===== src/rtl/cm_pkg.sv =====
package cm_pkg;
  typedef enum logic [1:0] {
    CM_BOOT = 2'd0,
    CM_RUN  = 2'd1,
    CM_LIMP = 2'd2,
    CM_HOLD = 2'd3
  } cm_state_e;
endpackage


===== src/rtl/cm_edge_sync.sv =====
module cm_edge_sync #(
  parameter int SYNC_STAGES = 2
) (
  input  logic clk_bk,
  input  logic rst_n,
  input  logic xtal_in,
  output logic rise_pulse
);
  // synchronizer stages plus one history register
  logic [SYNC_STAGES:0] pipe_q;

  always_ff @(posedge clk_bk or negedge rst_n) begin
    if (!rst_n) pipe_q <= '0;
    else        pipe_q <= {pipe_q[SYNC_STAGES-1:0], xtal_in};
  end

  assign rise_pulse = pipe_q[SYNC_STAGES-1] & ~pipe_q[SYNC_STAGES];
endmodule


===== src/rtl/cm_activity_mon.sv =====
module cm_activity_mon #(
  parameter int LOSS_WIN     = 64,
  parameter int STABLE_EDGES = 4096
) (
  input  logic clk_bk,
  input  logic rst_n,
  input  logic rise_pulse,
  output logic lost,
  output logic stable
);
  localparam int GW = $clog2(LOSS_WIN + 1);
  localparam int SW = $clog2(STABLE_EDGES + 1);
  localparam logic [GW-1:0] GAP_MAX = GW'(LOSS_WIN);
  localparam logic [SW-1:0] RUN_MAX = SW'(STABLE_EDGES);

  logic [GW-1:0] gap_q;
  logic [SW-1:0] run_q;

  // cycles since the last crystal edge, saturating at the loss window
  always_ff @(posedge clk_bk or negedge rst_n) begin
    if (!rst_n)                gap_q <= '0;
    else if (rise_pulse)       gap_q <= '0;
    else if (gap_q != GAP_MAX) gap_q <= gap_q + GW'(1);
  end

  // consecutive edges without a loss in between, saturating
  always_ff @(posedge clk_bk or negedge rst_n) begin
    if (!rst_n)                                run_q <= '0;
    else if (rise_pulse && run_q != RUN_MAX)   run_q <= run_q + SW'(1);
    else if (!rise_pulse && gap_q == GAP_MAX)  run_q <= '0;
  end

  assign lost   = (gap_q == GAP_MAX);
  assign stable = (run_q == RUN_MAX);
endmodule


===== src/rtl/cm_mode_fsm.sv =====
module cm_mode_fsm
  import cm_pkg::*;
(
  input  logic clk_bk,
  input  logic rst_n,
  input  logic lost,
  input  logic stable,
  input  logic pll_lock,
  input  logic lh_disable,
  output logic clk_sel,
  output logic cm_rst_req,
  output logic rst_hold,
  output logic lh_event
);
  cm_state_e state_q, state_d;

  always_comb begin
    state_d  = state_q;
    lh_event = 1'b0;
    unique case (state_q)
      CM_BOOT, CM_HOLD: if (stable) state_d = CM_RUN;
      CM_RUN: begin
        if (lost) begin
          if (lh_disable) state_d = CM_HOLD;
          else begin
            state_d  = CM_LIMP;
            lh_event = 1'b1;
          end
        end
      end
      CM_LIMP: begin
        if (stable && pll_lock) begin
          state_d  = CM_RUN;
          lh_event = 1'b1;
        end
      end
      default: state_d = CM_BOOT;
    endcase
  end

  // registered outputs feed the external glitch-free mux and reset logic
  always_ff @(posedge clk_bk or negedge rst_n) begin
    if (!rst_n) begin
      state_q    <= CM_BOOT;
      clk_sel    <= 1'b0;
      rst_hold   <= 1'b1;
      cm_rst_req <= 1'b0;
    end else begin
      state_q    <= state_d;
      clk_sel    <= (state_d == CM_LIMP);
      rst_hold   <= (state_d == CM_BOOT) || (state_d == CM_HOLD);
      cm_rst_req <= (state_q == CM_RUN) && lost && lh_disable;
    end
  end
endmodule


===== src/rtl/cm_flag.sv =====
module cm_flag (
  input  logic clk_bk,
  input  logic rst_n,
  input  logic set_evt,
  input  logic clr_strobe,
  output logic flag_q
);
  always_ff @(posedge clk_bk or negedge rst_n) begin
    if (!rst_n)          flag_q <= 1'b0;
    else if (set_evt)    flag_q <= 1'b1;
    else if (clr_strobe) flag_q <= 1'b0;
  end
endmodule


===== src/rtl/cm_clk_guard.sv =====
module cm_clk_guard #(
  parameter int LOSS_WIN     = 64,
  parameter int STABLE_EDGES = 4096,
  parameter int SYNC_STAGES  = 2
) (
  input  logic clk_bk,
  input  logic rst_n,
  input  logic xtal_in,
  input  logic pll_lock,
  input  logic lh_disable,
  input  logic flag_clr,
  output logic clk_sel,
  output logic cm_rst_req,
  output logic rst_hold,
  output logic lh_flag
);
  logic rise_pulse, lost, stable, lh_event;

  cm_edge_sync #(.SYNC_STAGES(SYNC_STAGES)) u_sync (
    .clk_bk(clk_bk), .rst_n(rst_n), .xtal_in(xtal_in), .rise_pulse(rise_pulse)
  );

  cm_activity_mon #(.LOSS_WIN(LOSS_WIN), .STABLE_EDGES(STABLE_EDGES)) u_mon (
    .clk_bk(clk_bk), .rst_n(rst_n), .rise_pulse(rise_pulse),
    .lost(lost), .stable(stable)
  );

  cm_mode_fsm u_fsm (
    .clk_bk(clk_bk), .rst_n(rst_n), .lost(lost), .stable(stable),
    .pll_lock(pll_lock), .lh_disable(lh_disable), .clk_sel(clk_sel),
    .cm_rst_req(cm_rst_req), .rst_hold(rst_hold), .lh_event(lh_event)
  );

  cm_flag u_flag (
    .clk_bk(clk_bk), .rst_n(rst_n), .set_evt(lh_event),
    .clr_strobe(flag_clr), .flag_q(lh_flag)
  );
endmodule


===== config.mk =====
export PLATFORM = sky130hd
export DESIGN_NAME = cm_clk_guard
export DESIGN_NICKNAME = d
export VERILOG_FILES = /design/src/rtl/cm_pkg.sv /design/src/rtl/cm_edge_sync.sv /design/src/rtl/cm_activity_mon.sv /design/src/rtl/cm_mode_fsm.sv /design/src/rtl/cm_flag.sv /design/src/rtl/cm_clk_guard.sv
export SDC_FILE = /design/constraint.sdc
export NUM_CORES = 1
export LEC_CHECK = 0
export BUFFER_PORTS_ARGS = -buffer_cell sky130_fd_sc_hd__clkbuf_2
export CORE_ASPECT_RATIO = 0.75
export CORE_MARGIN = 8
export CORE_UTILIZATION = 54
export CTS_CLUSTER_SIZE = 10
export DETAILED_ROUTE_END_ITERATION = 7
export GPL_TIMING_DRIVEN = 0
export PLACE_DENSITY = 0.79
export SYNTH_ARGS = -nofsm -noshare
export SYNTH_HDL_FRONTEND = slang
export SYNTH_SLANG_ARGS = --single-unit

===== constraint.sdc =====
create_clock -name clk_bk -period 1.87 [get_ports clk_bk]
set_input_delay 0.0935 -clock clk_bk [delete_from_list [all_inputs] [get_ports clk_bk]]
set_output_delay 0.0935 -clock clk_bk [all_outputs]
set_load 0.03 [all_outputs]

==> report_table.html <==
<table>
<tr><th>Metric</th><th>Value</th></tr>
<tr><th colspan="2">Run status</th></tr>
<tr><td>Outcome</td><td>completed</td></tr>
<tr><th colspan="2">Setup path</th></tr>
<tr><td>Critical-path maximum fanout</td><td>3</td></tr>
<tr><td>Worst Path Required</td><td>approximately 2100 ps</td></tr>
<tr><td>Worst R2R Setup Slack</td><td>60 ps</td></tr>
<tr><td>Critical path start-end classification</td><td>flop to flop</td></tr>
<tr><td>Reg2reg end</td><td>u_fsm.rst_hold</td></tr>
<tr><td>Setup crit end kind</td><td>flop</td></tr>
<tr><td>Data arrival time of the critical path</td><td>2020 ps</td></tr>
<tr><td>Worst-case reg-to-reg path depth</td><td>7</td></tr>
<tr><td>Launch instance of the worst register-to-register path</td><td>u_mon.gap_q[0]</td></tr>
<tr><td>Nature of the critical path startpoint</td><td>flop</td></tr>
<tr><th colspan="2">Place</th></tr>
<tr><td>HPWL after detailed placement</td><td>2.28 mm</td></tr>
<tr><td>Setup slack at placement</td><td>55.1 ps</td></tr>
<tr><td>IO Port Bufs</td><td>9</td></tr>
<tr><td>Final estimated routing congestion in global placement</td><td>0.813</td></tr>
<tr><th colspan="2">CTS</th></tr>
<tr><td>Number of clock sinks</td><td>29</td></tr>
<tr><td>CTS tree</td><td>built</td></tr>
<tr><td>Root buffer cell</td><td>sky130_fd_sc_hd__clkbuf_8</td></tr>
<tr><td>Latest clock arrival within the worst-skew pair</td><td>280 ps</td></tr>
<tr><td>Number of buffers between clock root and the deepest sink</td><td>2</td></tr>
<tr><td>Inserted Clock Buffers</td><td>5</td></tr>
<tr><td>Clock Pin Slew Worst Setup and Hold Paths</td><td>60 ps</td></tr>
<tr><td>CTS H-tree depth</td><td>2</td></tr>
<tr><th colspan="2">Floorplan</th></tr>
<tr><td>Die height</td><td>approximately 63 um</td></tr>
<tr><td>Area of the core region</td><td>~2900 um2</td></tr>
<tr><td>Effective utilization at floorplan</td><td>0.549</td></tr>
<tr><td>Horizontal extent of the die</td><td>78.4 um</td></tr>
<tr><td>Number of cell rows</td><td>17</td></tr>
<tr><td>Number of I/O pins</td><td>10</td></tr>
<tr><td>Total Die Area</td><td>4920 um2</td></tr>
<tr><th colspan="2">Logic synthesis</th></tr>
<tr><td>Synth top area share</td><td>0.444</td></tr>
<tr><td>Synth Area per Inst</td><td>10.0 um2</td></tr>
<tr><td>Post-synth top flop</td><td>sky130_fd_sc_hd__dfrtp_1</td></tr>
<tr><td>Register bit total from synthesis</td><td>29</td></tr>
<tr><td>Number of nets in the synthesized netlist</td><td>170</td></tr>
<tr><td>Adder-cell share of the synthesized area</td><td>0.0556</td></tr>
<tr><td>Post-synth EDFFs</td><td>0</td></tr>
<tr><td>Total of warnings raised by yosys</td><td>0</td></tr>
<tr><td>Area contributors post-synth</td><td>sky130_fd_sc_hd__dfrtp_1 (44%), sky130_fd_sc_hd__ha_1 (5.6%), sky130_fd_sc_hd__nand2_1 (3.3%), sky130_fd_sc_hd__mux2i_1 (3.2%), sky130_fd_sc_hd__nand3_1 (2.9%)</td></tr>
<tr><td>Seq/Total Area, Yosys</td><td>0.461</td></tr>
<tr><td>Share of synthesized registers carrying an async set or reset</td><td>1.00</td></tr>
<tr><td>Area of the mapped netlist</td><td>1580 um2</td></tr>
<tr><td>Share of synthesized cell area in and, or, nand and nor gates</td><td>0.230</td></tr>
<tr><td>Multiplexer fraction of the synthesized cell area</td><td>0.0389</td></tr>
<tr><td>Main combinational cell family by area after synthesis</td><td>simple AND/OR/NAND/NOR gates</td></tr>
<tr><td>Xor/xnor share of the synthesized area</td><td>0.0333</td></tr>
<tr><td>Count of different cell masters after synthesis</td><td>44</td></tr>
<tr><td>Post-Synthesis Cells</td><td>157</td></tr>
<tr><td>Compound-gate portion of the synthesized area</td><td>0.128</td></tr>
<tr><td>Top cell type by total area after synthesis</td><td>sky130_fd_sc_hd__dfrtp_1</td></tr>
<tr><th colspan="2">Min path</th></tr>
<tr><td>Depth of the worst hold-timing path</td><td>2</td></tr>
<tr><td>Launch instance of the worst min-delay path</td><td>lh_disable</td></tr>
<tr><td>Worst min-delay path endpoint</td><td>u_flag.flag_q</td></tr>
<tr><td>Kind of path behind the tightest hold check</td><td>primary input to flop</td></tr>
<tr><th colspan="2">Timing</th></tr>
<tr><td>Number of setup violations in the final report</td><td>0</td></tr>
<tr><td>Worst clock skew</td><td>4.31 ps</td></tr>
<tr><td>Min cycle time layout</td><td>1810 ps</td></tr>
<tr><td>Number of slew-limit violations in the final report</td><td>0</td></tr>
<tr><td>Max Fclk</td><td>553 MHz</td></tr>
<tr><td>Slew @ Worst Pin</td><td>roughly 720 ps</td></tr>
<tr><td>Hold Fails Final Rpt</td><td>0</td></tr>
<tr><td>Slack of the critical path</td><td>62.1 ps</td></tr>
<tr><td>Period utilisation layout</td><td>0.967</td></tr>
<tr><td>Worst slew margin</td><td>0.523</td></tr>
<tr><td>Setup TNS Final</td><td>0 ps</td></tr>
<tr><th colspan="2">Route</th></tr>
<tr><td>Final antenna-violating net count</td><td>0</td></tr>
<tr><td>Routed via count</td><td>1249</td></tr>
<tr><td>Violation count after the first detailed-routing iteration</td><td>50</td></tr>
<tr><td>Post-Route WL</td><td>about 3.3 mm</td></tr>
<tr><td>Residual DRC count</td><td>0</td></tr>
<tr><td>Via density per instance</td><td>between 5 and 6</td></tr>
<tr><td>Pre-antenna DRT Iters</td><td>4</td></tr>
<tr><td>Routed wire length per instance</td><td>15.2 um</td></tr>
<tr><th colspan="2">Global route</th></tr>
<tr><td>Via count of the first global-routing pass</td><td>approximately 1.2k</td></tr>
<tr><td>Initial antenna violation count</td><td>0</td></tr>
<tr><td>GRT Resource Usage Total</td><td>0.137</td></tr>
<tr><td>GR Overflow Total</td><td>0</td></tr>
<tr><td>Pin count of the biggest net entering global routing</td><td>30</td></tr>
<tr><td>Global-route wire length before repair</td><td>5.37 mm</td></tr>
<tr><th colspan="2">Flow run</th></tr>
<tr><td>Number of max-cap violations</td><td>0</td></tr>
<tr><th colspan="2">Power and ir drop</th></tr>
<tr><td>Power per unit of standard cell area</td><td>949 nW/um2</td></tr>
<tr><td>Worst vdd ir</td><td>0.000577 V</td></tr>
<tr><td>Lkg Pwr</td><td>0.000844 uW</td></tr>
<tr><th colspan="2">Finish</th></tr>
<tr><td>Fraction of layout instances using a drive strength above 1</td><td>0.207</td></tr>
<tr><td>Antenna diodes</td><td>0</td></tr>
<tr><td>Nets</td><td>between 150 and 200</td></tr>
<tr><td>Syn-to-layout area delta</td><td>16.4%</td></tr>
</table>
[worst max-delay path, stage by stage (launching register included)]
cell and delay, ps:
sky130_fd_sc_hd__dfrtp_1 400, sky130_fd_sc_hd__inv_1 100, sky130_fd_sc_hd__ha_1 140, sky130_fd_sc_hd__and2_1 160, sky130_fd_sc_hd__nand3_1 170, sky130_fd_sc_hd__mux2i_1 180, sky130_fd_sc_hd__o32a_1 310, sky130_fd_sc_hd__ha_1 290
[registers in the layout, summed over array words and instances (netlist names)]
register / count
u_mon.gap_q: 7
u_fsm.cm_rst_req: 1
u_fsm.rst_hold: 1
u_fsm.state_q: 2
u_mon.run_q: 13
u_fsm.clk_sel: 1
u_flag.flag_q: 1
u_sync.pipe_q: 3
[per-stage QoR]
step / hold WS [ps] / power [uW] / cell area, um2 / std cells / util
after global routing: 122 / 1830 / 1840 / 217 / 0.639
after CTS: 91.8 / 1700 / 1790 / 214 / 0.624
after floorplan: -202 / 1040 / 1580 / 157 / -
final: 85.8 / 1740 / 1840 / 217 / 0.639
after global placement: 179 / 1120 / 1670 / 204 / 0.581
after detailed placement: 186 / 1140 / 1670 / 204 / 0.581
[cell type report]
cell class                      count  area (um2)
Fill cell                         241        1040
Multi-Input combinational cell    111         788
Sequential cell                    29         727
Clock buffer                        7        96.3
Timing Repair Buffer               14        87.6
Tap cell                           38        47.5
Buffer                              7        46.3
Inverter                           10        37.5
Clock inverter                      1        5.00
[cells in the mapped netlist (2+ instances only)]
library cell,instances
sky130_fd_sc_hd__and2_1,2
sky130_fd_sc_hd__clkbuf_1,3
sky130_fd_sc_hd__o211ai_1,2
sky130_fd_sc_hd__o21ai_0,2
sky130_fd_sc_hd__inv_1,10
sky130_fd_sc_hd__nand3_1,9
sky130_fd_sc_hd__a31oi_1,3
sky130_fd_sc_hd__nor4b_2,2
sky130_fd_sc_hd__dfrtp_1,28
sky130_fd_sc_hd__xnor2_1,2
sky130_fd_sc_hd__a21oi_1,6
sky130_fd_sc_hd__nor2_1,11
sky130_fd_sc_hd__nand2b_1,4
sky130_fd_sc_hd__and3_1,6
sky130_fd_sc_hd__nand2_1,14
sky130_fd_sc_hd__nor3_1,5
sky130_fd_sc_hd__a211o_1,2
sky130_fd_sc_hd__xor2_1,4
sky130_fd_sc_hd__o21ai_1,2
sky130_fd_sc_hd__mux2i_1,5
sky130_fd_sc_hd__o32ai_1,3
sky130_fd_sc_hd__nand4_1,3
sky130_fd_sc_hd__buf_6,2
sky130_fd_sc_hd__ha_1,7
[how the worst max path moves through the flow]
stage                        start        endpoint  depth (start not counted)
global placement    u_mon.gap_q[0]  u_fsm.rst_hold                          7
global route        u_mon.gap_q[0]  u_fsm.rst_hold                          7
detailed placement  u_mon.gap_q[0]  u_fsm.rst_hold                          8
CTS                 u_mon.gap_q[0]  u_fsm.rst_hold                          8
finish              u_mon.gap_q[0]  u_fsm.rst_hold                          7
floorplan           u_mon.gap_q[0]  u_fsm.rst_hold                          7
[report_power, final]
part / total (uW) / leakage (uW) / internal, uW / switching (uW)
combinational: 360 / 0.000406 / 162 / 198
clock: 562 / 0.0000542 / 332 / 231
sequential: 819 / 0.000384 / 715 / 104
total: 1740 / 0.000844 / 1210 / 533
[placed cells by master (no fill, tap or decap), types with 3 or more instances in the layout]
| master | n |
|---|---|
| sky130_fd_sc_hd__a21oi_1 | 5 |
| sky130_fd_sc_hd__a31oi_1 | 3 |
| sky130_fd_sc_hd__and3_1 | 5 |
| sky130_fd_sc_hd__buf_4 | 4 |
| sky130_fd_sc_hd__clkbuf_1 | 3 |
| sky130_fd_sc_hd__clkbuf_2 | 9 |
| sky130_fd_sc_hd__clkbuf_8 | 7 |
| sky130_fd_sc_hd__dfrtp_1 | 28 |
| sky130_fd_sc_hd__ha_1 | 7 |
| sky130_fd_sc_hd__inv_1 | 10 |
| sky130_fd_sc_hd__mux2i_1 | 5 |
| sky130_fd_sc_hd__nand2_1 | 14 |
| sky130_fd_sc_hd__nand2b_1 | 4 |
| sky130_fd_sc_hd__nand3_1 | 9 |
| sky130_fd_sc_hd__nand4_1 | 3 |
| sky130_fd_sc_hd__nor2_1 | 11 |
| sky130_fd_sc_hd__nor3_1 | 5 |
| sky130_fd_sc_hd__xor2_1 | 4 |
[per-layer routing]
metal / share of wire / GRT usage / vias up
met4: 0.022 / 0.0714 / 0
met1: 0.45 / 0.162 / 612
met5: 0 / 0 / -
li1: - / - / 606
met2: 0.49 / 0.211 / 22
met3: 0.040 / 0.0503 / 9
[kinds of logic after synthesis]
kind of cell               after synthesis
buffers and inverters                   17
adders and majority gates                7
DFF                                     29
AOI/OAI and AO/OA                       28
and+or+nand+nor                         64
xor gates and xnor gates                 6
muxes                                    6
[repair_timing]
| action | in CTS | in global routing |
|---|---|---|
| gates resized for setup | 0 | 5 |
| endpoints found under the hold margin | 29 | 0 |
| setup buffers | 0 | 3 |
| hold buffers | 2 | 0 |
| setup endpoints to repair | 0 | 2 |
Power figures use the tool's default switching activity.
